==> config.mk <==
export PLATFORM = sky130hd
export DESIGN_NAME = hart_stage_select
export DESIGN_NICKNAME = d
export VERILOG_FILES = /design/src/rtl/hart_stage_select.sv
export SDC_FILE = /design/constraint.sdc
export NUM_CORES = 1
export LEC_CHECK = 0
export BUFFER_PORTS_ARGS = -buffer_cell sky130_fd_sc_hd__buf_2
export CAP_MARGIN = 10
export CORE_MARGIN = 2
export CORE_UTILIZATION = 50
export CTS_BUF_LIST = sky130_fd_sc_hd__clkbuf_16
export DETAILED_ROUTE_END_ITERATION = 8
export PLACE_DENSITY = 0.79
export SLEW_MARGIN = 20
export SYNTH_ARGS = -nofsm -noshare
export SYNTH_HDL_FRONTEND = slang
export SYNTH_SLANG_ARGS = --single-unit
==> constraint.sdc <==
create_clock -name clk -period 2.6 [get_ports clk]
set_input_delay 0.52 -clock clk [delete_from_list [all_inputs] [get_ports clk]]
set_output_delay 0.52 -clock clk [all_outputs]
set_load 0.03 [all_outputs]
==> src/rtl/hart_stage_select.sv <==
module hart_stage_select #(
  parameter int NH = 4
) (
  input  logic          clk,
  input  logic          rst_n,
  input  logic [NH-1:0] pc_valid,
  input  logic [NH-1:0] ib_full,
  input  logic          rename_free,
  input  logic [NH-1:0] rob_room,
  input  logic [NH-1:0] itab_ready,
  input  logic [NH-1:0] rbuf_full,
  input  logic [NH-1:0] cbuf_full,
  input  logic [NH-1:0] tail_done,
  input  logic [NH-1:0] tail_ending,
  input  logic [NH-1:0] end_token,
  input  logic [NH-1:0] npc_valid,
  output logic [NH-1:0] gnt_fetch,
  output logic [NH-1:0] gnt_rename,
  output logic [NH-1:0] gnt_issue,
  output logic [NH-1:0] gnt_wb,
  output logic [NH-1:0] gnt_commit
);

  localparam int NS = 5;
  localparam int IW = (NH > 1) ? $clog2(NH) : 1;
  localparam logic [IW-1:0] LAST0 = IW'(NH - 1);

  logic [NH-1:0] held_q;
  logic [NH-1:0] elig [NS];
  logic [NH-1:0] gnt  [NS];
  logic [IW-1:0] last_q [NS];

  function automatic logic [NH-1:0] rr_pick(input logic [NH-1:0] req, input logic [IW-1:0] last);
    rr_pick = '0;
    for (int k = NH; k >= 1; k--) begin
      int idx;
      idx = (int'(last) + k) % NH;
      if (req[idx]) rr_pick = {{(NH-1){1'b0}}, 1'b1} << idx;
    end
  endfunction

  function automatic logic [IW-1:0] enc(input logic [NH-1:0] oh);
    enc = '0;
    for (int k = 0; k < NH; k++)
      if (oh[k]) enc = IW'(k);
  endfunction

  assign elig[0] = pc_valid & ~held_q & ~ib_full;
  assign elig[1] = ib_full & rob_room & {NH{rename_free}};
  assign elig[2] = itab_ready & ~rbuf_full;
  assign elig[3] = rbuf_full & ~cbuf_full;
  assign elig[4] = tail_done & (~tail_ending | end_token);

  genvar s;
  generate
    for (s = 0; s < NS; s++) begin : g_stage
      assign gnt[s] = rr_pick(elig[s], last_q[s]);

      always_ff @(posedge clk) begin
        if (!rst_n)          last_q[s] <= LAST0;
        else if (|gnt[s])    last_q[s] <= enc(gnt[s]);
      end

      a_r1_one_grant: assert property (@(posedge clk) disable iff (!rst_n) $onehot0(gnt[s]));
    end
  endgenerate

  always_ff @(posedge clk) begin
    if (!rst_n) held_q <= '0;
    else        held_q <= (held_q & ~npc_valid) | gnt[0];
  end

  assign gnt_fetch  = gnt[0];
  assign gnt_rename = gnt[1];
  assign gnt_issue  = gnt[2];
  assign gnt_wb     = gnt[3];
  assign gnt_commit = gnt[4];

  genvar h;
  generate
    for (h = 0; h < NH; h++) begin : g_chk
      a_r3_no_refetch: assert property (@(posedge clk) disable iff (!rst_n)
        gnt_fetch[h] |=> !gnt_fetch[h]);
      a_r2_fetch_ok: assert property (@(posedge clk) disable iff (!rst_n)
        gnt_fetch[h] |-> pc_valid[h] && !ib_full[h]);
      a_r4_rename_ok: assert property (@(posedge clk) disable iff (!rst_n)
        gnt_rename[h] |-> ib_full[h] && rob_room[h] && rename_free);
      a_r5_issue_ok: assert property (@(posedge clk) disable iff (!rst_n)
        gnt_issue[h] |-> itab_ready[h] && !rbuf_full[h]);
      a_r6_wb_ok: assert property (@(posedge clk) disable iff (!rst_n)
        gnt_wb[h] |-> rbuf_full[h] && !cbuf_full[h]);
      a_r7_end_token: assert property (@(posedge clk) disable iff (!rst_n)
        gnt_commit[h] && tail_ending[h] |-> end_token[h] && tail_done[h]);
    end
  endgenerate

  a_r9_fetch_idle: assert property (@(posedge clk) disable iff (!rst_n)
    (pc_valid == '0) |-> (gnt_fetch == '0));

endmodule

==> results of run 1 <==
[cell type report]
type | count | share of cell area, %
clock buffer | 3 | 1.74
tap | 70 | 2.03
timing repair buffer | 136 | 24.5
clock inverter | 1 | 0.0868
inverter | 19 | 1.77
multi-input combinational | 236 | 61.1
sequential | 14 | 8.83
[timing repair]
action | CTS | global route
setup buffers | 13 | 13
pin swaps | 24 | 18
endpoints found under the setup margin | 21 | 30
hold endpoints to repair | 0 | 0
resized for setup | 87 | 34
[synth_stat cells (7+ instances only)]
library cell  number  share of area [%]
ha_1              36                 18
nand2b_1          10                2.4
nand2_1           32                4.7
and2_1             8                2.0
a31oi_1            8                2.0
nand3_1            7                1.4
inv_1             19                2.8
nor2_1             8                1.2
edfxtp_1          10                 12
mux4_2            22                 19
nor3b_1            8                2.3
o22ai_1           13                3.2
nor2b_1           21                5.1
[power by group]
group | internal (uW) | switching [uW]
Sequential | 364 | 74.7
Clock | 205 | 107
Combinational | 2110 | 2480
[critical path: stages (launching register included)]
cell,delay [ps]
edfxtp_1,410
clkinv_4,70
ha_4,310
mux4_2,680
o21bai_1,270
o21ai_2,240
buf_6,170
[metrics by stage]
| step | utilization, % | power (uW) | instances |
|---|---|---|---|
| 2_1_floorplan | - | 2740 | 275 |
| 3_3_place_gp | 71.4 | 3640 | 453 |
| 3_5_place_dp | 71.4 | 3760 | 453 |
| 4_1_cts | 82.0 | 4750 | 470 |
| 5_1_grt | 86.3 | 5570 | 479 |
| 6_report | 86.3 | 5340 | 479 |
[metal layers]
metal	vias up	global-route usage (%)
met4	0	18.1
met3	86	9.79
met2	237	62.4
met5	-	0
li1	1311	-
met1	1491	36.3
[placed cells by master (no fill, tap or decap), drive strengths merged, types with 7 or more instances in the layout]
master / instances
buf: 136
mux4: 22
and2: 9
nor3b: 8
a31oi: 8
nand2b: 14
nand3: 7
nand2: 33
inv: 18
nor2: 10
nor2b: 21
o21ai: 9
edfxtp: 10
o22ai: 13
ha: 36
[registers in the layout (all words and copies together), names as in the netlist]
register  flops
last_q       10
held_q        4
[how the worst max path moves through the flow]
stage               cells after the start                  startpoint                          to
floorplan                              10  last_q[4][0]$_SDFFCE_PP1P_  last_q[4][0]$_SDFFCE_PP1P_
global placement                        7                  ib_full[0]                gnt_fetch[0]
detailed placement                      7                  ib_full[0]                gnt_fetch[0]
CTS                                     9  last_q[4][0]$_SDFFCE_PP1P_               gnt_commit[2]
global route                            9  last_q[4][1]$_SDFFCE_PP1P_               gnt_commit[2]
finish                                  6  last_q[4][0]$_SDFFCE_PP1P_               gnt_commit[0]
[logic make-up (layout without fill, tap and decap cells)]
group	count (synthesis)	count (layout)	share of synthesized area (%)
AO/OA/AOI/OAI	66	66	18.8
AND/OR/NAND/NOR	112	112	25.2
multiplexers	22	22	19.4
buffers and inverters	25	159	4.11
flip-flops	14	14	14.9
adder cells (fa/ha/maj)	36	36	17.6
==> impl_metrics.ini, run 1 <==
[drt]
route.met3.wl_um = 940
firstDrtPassIters = 7
wl_met2_um = 5210
highest_layer = met4
wirelength_met1_um = 3600
drc = 0
routed_wl_um = 10500
wl_per_cell_um = 22.0
drt_iter0_markers = 333
viasPerCell = 6.52
num_vias = 3125
ant_nets = 0

[sta]
hold_viol_final = 0
fin_hold_ws_ps = 588
rsz0062_at_grt = yes
period_needed_ps = 2930
max_slew_margin_pct = 68.7
period_share_pct = 113
tightestPinTransition_ps = 468
drv_slew = 0
worst_slack_ps = -329
final.setup.tns_ps = -3600
max_freq_mhz = 341
setup_violations = 19
finClkSkew_ps = 0.485

[synthesis]
ys_seq_area_share_pct = 14.9
ys_warn_count = 0
avgSynthCellArea_um2 = 9.30
yosysUniqueCellTypes = 46
synth_cells = 275
async_flop_share_pct = 0
yosys_most_used_dff = edfxtp_1
synth_seq_cells = 14
synth_edf_count = 10
synth_fp_nets = 354
syn_area_um2 = 2560

[global_routing]
grt.overflow.total = 0
grt_max_degree = 15
first_global_vias = 2999
antenna_found_initial = 0
grt_pass1_wl_um = 14600
grt_use_total_pct = 34.6

[cts]
clk_latency_ps = 250
ctsRootBufferMaster = clkbuf_16
cts_tree = built
cts_buffers = 3
numClockSinks = 14
htreeDepth = 1
cts.clk_slew.worst_paths_ps = 50
clockBufferDepth = 2
ctsHoldBuffers = 0

[cells_and_area]
fin_nets = 489
area_growth_pct = 69.1
seqCellArea_um2 = 382
fillerInstances = 233
final_area_um2 = 4320
diodes = 0
drive_gt1_share_pct = 61.9
multi_input_area_um2 = 2640

[placement]
dpl.hpwl_um = 5860
placed_area_um2 = 3570
numPortBuffers = 62
place.gp.congestion = 0.894
dp_slack_ps = -194

[run]
cap_violations = 0

[die]
die_x_um = 75.5
die-area_um2 = 5700
die_y_um = 75.5
ios = 63
start_util_pct = 51.0
core.rowCount = 26
core_area_um2 = 5010

[run_status]
violations = setup timing
outcome = complete, but fails checks

[worst_setup_path]
r2r-start = last_q[4][1]$_SDFFCE_PP1P_
cp_max_fo = 11
reg2regPathDepth = 11
path_class = reg -> out
rrSetupSlack_ps = -240
critPathCaptureType = output pin
r2r_end = last_q[4][0]$_SDFFCE_PP1P_
cp.required_ps = 2080
cp-start-kind = flop
arrival_ps = 2410

[worst_hold_path]
hold_start = npc_valid[0]
hold_path_depth = 3
hold_class = in -> reg
holdPathEnd = held_q[0]$_SDFF_PN0_

[power]
p_leak_uw = 0.00181
ir_drop_mv = 0.785
p_per_area_nw_per_um2 = 1240
Note: power is estimated with default switching activity, not from simulation.
==> run 2: changes to the inputs <==
--- a/config.mk
+++ b/config.mk
@@ -5,13 +5,15 @@
 export SDC_FILE = /design/constraint.sdc
 export NUM_CORES = 1
 export LEC_CHECK = 0
+export ABC_AREA = 1
 export BUFFER_PORTS_ARGS = -buffer_cell sky130_fd_sc_hd__buf_2
 export CAP_MARGIN = 10
 export CORE_MARGIN = 2
 export CORE_UTILIZATION = 50
 export CTS_BUF_LIST = sky130_fd_sc_hd__clkbuf_16
+export CTS_CLUSTER_SIZE = 10
 export DETAILED_ROUTE_END_ITERATION = 8
-export PLACE_DENSITY = 0.79
+export PLACE_DENSITY = 0.78
 export SLEW_MARGIN = 20
 export SYNTH_ARGS = -nofsm -noshare
 export SYNTH_HDL_FRONTEND = slang
==> constraint.sdc (replaced) <==
create_clock -name clk -period 2.6 [get_ports clk]
set_input_delay 0.13 -clock clk [delete_from_list [all_inputs] [get_ports clk]]
set_output_delay 0.13 -clock clk [all_outputs]
set_load 0.03 [all_outputs]
==> impl_metrics.ini, run 2 <==
[cts]
ctsHoldBuffers = 0
ctsRootBufferMaster = clkbuf_16
clockBufferDepth = 2
cts_buffers = 3
clk_latency_ps = 240
numClockSinks = 14
htreeDepth = 1
cts.clk_slew.worst_paths_ps = 40
cts_tree = built

[die]
die_x_um = 77.8
core.rowCount = 26
core_area_um2 = 5170
die-area_um2 = 6050
start_util_pct = 52.6
die_y_um = 77.8
ios = 63

[global_routing]
antenna_found_initial = 0
first_global_vias = 2744
grt_use_total_pct = 21.9
grt_pass1_wl_um = 11200
grt.overflow.total = 0
grt_max_degree = 17

[sta]
period_needed_ps = 2350
final.setup.tns_ps = 0
rsz0062_at_grt = no
max_slew_margin_pct = 79.6
tightestPinTransition_ps = 306
finClkSkew_ps = 0.126
drv_slew = 0
period_share_pct = 90.3
max_freq_mhz = 426
setup_violations = 0
hold_viol_final = 0
fin_hold_ws_ps = 228

[drt]
ant_nets = 0
num_vias = 2949
viasPerCell = 5.05
wl_per_cell_um = 11.0
drc = 0
drt_iter0_markers = 144
routed_wl_um = 6410
firstDrtPassIters = 7

[run]
cap_violations = 0

[cells_and_area]
layout_common_cells = 115 x nand2_1, 93 x nand3_1, 67 x inv_1, 62 x buf_2, 36 x ha_1
diodes = 0
drive_gt1_share_pct = 25.1
area_growth_pct = 18.5
largest_register_ffs = 10
layout_commonest_cell = nand2_1
fin_nets = 594
regMostFlops = last_q
top_regs = last_q: 10 flops, held_q: 4 flops

[synthesis]
avgSynthCellArea_um2 = 6.12
syn_area_um2 = 2720
synth_seq_cells = 14
synth_top_area_cell = nand3_1
ys_warn_count = 0
ys_seq_area_share_pct = 14.0
yosysTopAreaCellShare_pct = 17.1
synth.area.top_cells = nand3_1 17%, ha_1 17%, nand2_1 16%
yosys_most_used_dff = edfxtp_1
synth_fp_nets = 524
synth_cells = 445
async_flop_share_pct = 0
synth.most_common_cell = nand2_1
yosys-top-cells-count = 115 x nand2_1, 93 x nand3_1, 68 x inv_1
synth_edf_count = 10
yosysUniqueCellTypes = 22

[worst_setup_path]
cp-start-kind = flop
path_class = reg -> out
cp_cell_sequence = inv_2 -> ha_1 -> inv_1 -> nand3_1 -> nand2_1 -> nand3_1 -> nand2_1 -> nand2_1 -> nand2_1 -> buf_2
path_buf_inv = 3
cp_max_fo = 6
critPathSlowestCell = edfxtp_1
arrival_ps = 2220
critical-path-top-delay-family = simple AND/OR/NAND/NOR gates
slowest_delay_ps = 500
critPathCaptureType = output pin
cp.required_ps = 2470
path_common_cell = nand2_1
r2r-start = last_q[0][1]$_SDFFCE_PP1P_
rrSetupSlack_ps = 370
reg2regPathDepth = 12
r2r_end = last_q[0][0]$_SDFFCE_PP1P_

[run_status]
outcome = finished clean

[placement]
dpl.hpwl_um = 5270
place.gp.congestion = 0.920
numPortBuffers = 62

[worst_hold_path]
hold_class = in -> reg
holdPathEnd = held_q[2]$_SDFF_PN0_
hold_start = npc_valid[2]
hold_path_depth = 4
run 2: cell types whose count changed in the layout (fill, tap and decap cells not counted), moves of 22 or more:
| cell | delta |
|---|---|
| buf_2 | +26 |
| buf_4 | -62 |
| buf_6 | -34 |
| inv_1 | +58 |
| mux4_2 | -22 |
| nand2_1 | +88 |
| nand3_1 | +89 |
run 2: area by class of cell:
| type | instances | area, um^2 |
|---|---|---|
| well taps | 70 | 87.6 |
| repair buffers | 66 | 340 |
| flip-flops and latches | 14 | 380 |
| multi-input cells | 352 | 2040 |
| clock inverters | 1 | 3.75 |
| inverters | 78 | 293 |
| fillers | 459 | 1950 |
| clock buffers | 3 | 75.1 |
run 2: kinds of logic after synthesis:
family	share of synthesized area (%)
flops	14.0
compound gates	9.61
simple gates	49.0
buf+inv	10.9
fa+ha+maj	16.6
run 2: timing repair:
item                       CTS  global route
setup endpoints to repair    0             4
resized for setup            0             1
buffers inserted             0             1
run 2: worst max-delay path by stage:
stage                                from                          to  slack, ps  depth (start not counted)
2_1_floorplan  last_q[0][0]$_SDFFCE_PP1P_  last_q[0][0]$_SDFFCE_PP1P_        370                         11
3_3_place_gp   last_q[0][0]$_SDFFCE_PP1P_  last_q[0][0]$_SDFFCE_PP1P_        460                         11
3_5_place_dp   last_q[0][0]$_SDFFCE_PP1P_  last_q[0][1]$_SDFFCE_PP1P_        350                         12
4_1_cts        last_q[0][0]$_SDFFCE_PP1P_                gnt_fetch[3]        190                         10
5_1_grt        last_q[0][1]$_SDFFCE_PP1P_                gnt_fetch[3]         60                         10
6_report       last_q[0][1]$_SDFFCE_PP1P_                gnt_fetch[0]        250                         10
run 2: worst reg2reg max path: stages, from the launching register on:
cell and delay (ps):
edfxtp_1 500, inv_2 160, ha_1 270, inv_1 110, nand3_1 180, nand2_1 180, nand3_1 110, nand2_1 90
nand2_1 50, nand2_1 110, nor2_2 70, nand2_2 80, nand3_2 70
run 2: through the flow:
stage	worst slack, ps	cells	instance area (um^2)	utilization [%]
floorplan	369	445	2720	-
global placement	458	579	3140	60.7
detailed placement	350	579	3140	60.7
CTS	195	583	3220	62.2
global route	63.2	584	3220	62.3
finish	252	584	3220	62.3
run 2: metal layers:
layer | global-route usage (%) | routed length, um | up-vias
met5 | 0 | 0 | -
met4 | 5.00 | 78 | 0
met3 | 2.79 | 258 | 11
met2 | 39.7 | 3190 | 75
met1 | 27.3 | 2890 | 1286
li1 | - | - | 1577
Power of run 2 is left out: the tool's default activity adds up to more than one toggle a clock period on the data nets, which glitch-free logic cannot reach.
==> run 3: changes to the inputs <==
--- a/config.mk
+++ b/config.mk
@@ -8,12 +8,15 @@
 export ABC_AREA = 1
 export BUFFER_PORTS_ARGS = -buffer_cell sky130_fd_sc_hd__buf_2
 export CAP_MARGIN = 10
+export CELL_PAD_IN_SITES_DETAIL_PLACEMENT = 1
+export CELL_PAD_IN_SITES_GLOBAL_PLACEMENT = 2
 export CORE_MARGIN = 2
-export CORE_UTILIZATION = 50
+export CORE_UTILIZATION = 26
 export CTS_BUF_LIST = sky130_fd_sc_hd__clkbuf_16
 export CTS_CLUSTER_SIZE = 10
 export DETAILED_ROUTE_END_ITERATION = 8
-export PLACE_DENSITY = 0.78
+export PLACE_DENSITY_LB_ADDON = 0.1
+export RECOVER_POWER = 50
 export SLEW_MARGIN = 20
 export SYNTH_ARGS = -nofsm -noshare
 export SYNTH_HDL_FRONTEND = slang
==> impl_metrics.ini, run 3 (synthesis results as in run 2) <==
[worst_setup_path]
critical-path-top-delay-family = simple AND/OR/NAND/NOR gates
critPathCaptureType = output pin
path_buf_inv = 3
arrival_ps = 2220
cp-start-kind = flop
path_common_cell = nand2_1
cp.required_ps = 2470
cp_cell_sequence = inv_2 -> ha_1 -> inv_1 -> nand3_1 -> nand2_1 -> nand3_1 -> nand2_1 -> nand2_1 -> nand2_1 -> buf_2
path_class = reg -> out
cp_max_fo = 6
critPathSlowestCell = edfxtp_1
slowest_delay_ps = 490

[sta]
hold_viol_final = 0
period_needed_ps = 2350
tightestPinTransition_ps = 385
setup_violations = 0
final.setup.tns_ps = 0
max_slew_margin_pct = 74.4
drv_slew = 0
finClkSkew_ps = 0.483
rsz0062_at_grt = no
max_freq_mhz = 425
period_share_pct = 90.5

[cells_and_area]
fin_nets = 596
largest_register_ffs = 10
regMostFlops = last_q
post-route-util_pct = 32.2
fillerInstances = 1388
area_growth_pct = 21.0
drive_gt1_share_pct = 23.7
diodes = 0
layout_common_cells = 119 x nand2_1, 93 x nand3_1, 67 x inv_1, 54 x buf_2, 36 x ha_1
layout_commonest_cell = nand2_1
top_regs = last_q: 10 flops, held_q: 4 flops

[cts]
clk_latency_ps = 240
clockBufferDepth = 2
ctsHoldBuffers = 0
cts_buffers = 3
htreeDepth = 1
numClockSinks = 14
ctsRootBufferMaster = clkbuf_16
postCtsSetupBuffers = 0
cts.clk_slew.worst_paths_ps = 40
cts_tree = built

[drt]
num_vias = 2963
viasPerCell = 4.55
wl_per_cell_um = 12.1
ant_nets = 0
routed_wl_um = 7870
drc = 0
firstDrtPassIters = 4
drt_iter0_markers = 63

[global_routing]
use_met2_pct = 25.9
grt.overflow.total = 0
first_global_vias = 3014
grt_pass1_wl_um = 13900
grt_max_degree = 17
use_met3_pct = 1.78
antenna_found_initial = 0
use_met1_pct = 19.8
grt.busiest_layer = met2
grt_use_total_pct = 14.6

[placement]
place.gp.congestion = 0.809
numPortBuffers = 62
dpl.hpwl_um = 6850

[die]
die_x_um = 106
ios = 63
core_area_um2 = 10200
start_util_pct = 26.6
core.rowCount = 37
die_y_um = 106
die-area_um2 = 11300

[run_status]
outcome = finished clean

[worst_hold_path]
hold_class = in -> reg

[run]
cap_violations = 0
## run 3: changes by cell type in the layout (fill, tap and decap cells not counted), sizes merged
cell / delta
clkbuf: +9
clkinv: -1
buf: -7
## run 3: final timing paths
| check | startpoint | end | slack [ps] | cells after the start |
|---|---|---|---|---|
| worst min register to register | held_q[3]$_SDFF_PN0_ | held_q[3]$_SDFF_PN0_ | 610 | 4 |
| worst max register to register | last_q[0][1]$_SDFFCE_PP1P_ | last_q[0][0]$_SDFFCE_PP1P_ | 370 | 11 |
| worst min-delay path | npc_valid[3] | held_q[3]$_SDFF_PN0_ | 230 | 4 |
| worst max-delay path | last_q[0][1]$_SDFFCE_PP1P_ | gnt_fetch[1] | 250 | 10 |
## run 3: repair_timing
action,in CTS,in global routing
endpoints found under the hold margin,0,0
resized for setup,0,1
setup endpoints to repair,0,2
## run 3: through the flow
stage | hold WS [ps] | setup WS, ps | area (um^2) | instances
floorplan | 260 | 369 | 2720 | 445
global placement | 471 | 390 | 3240 | 648
detailed placement | 478 | 310 | 3240 | 648
CTS | 230 | 177 | 3320 | 651
global route | 261 | 27.6 | 3290 | 651
finish | 230 | 247 | 3290 | 651
## run 3: routing by layer
metal  up-vias  part of all wire (%)
met3         2                   2.4
met2        28                    48
met4         0                  0.25
li1       1583                     -
met1      1350                    49
met5         -                     0
## run 3: area by class of cell
type                            instances  area, um^2  share of cell area, %
Multi-Input combinational cell        352        2020                   61.5
Sequential cell                        14         380                   11.6
Timing Repair Buffer                   68         349                   10.6
Inverter                               78         293                   8.89
Tap cell                              136         170                   5.17
Clock buffer                            3        75.1                   2.28
## run 3: worst min-delay path, stage by stage
cell,delay [ps]
buf_2,80
nor2_1,30
o21ai_0,140
inv_1,40
Power of run 3 is left out for the same reason.
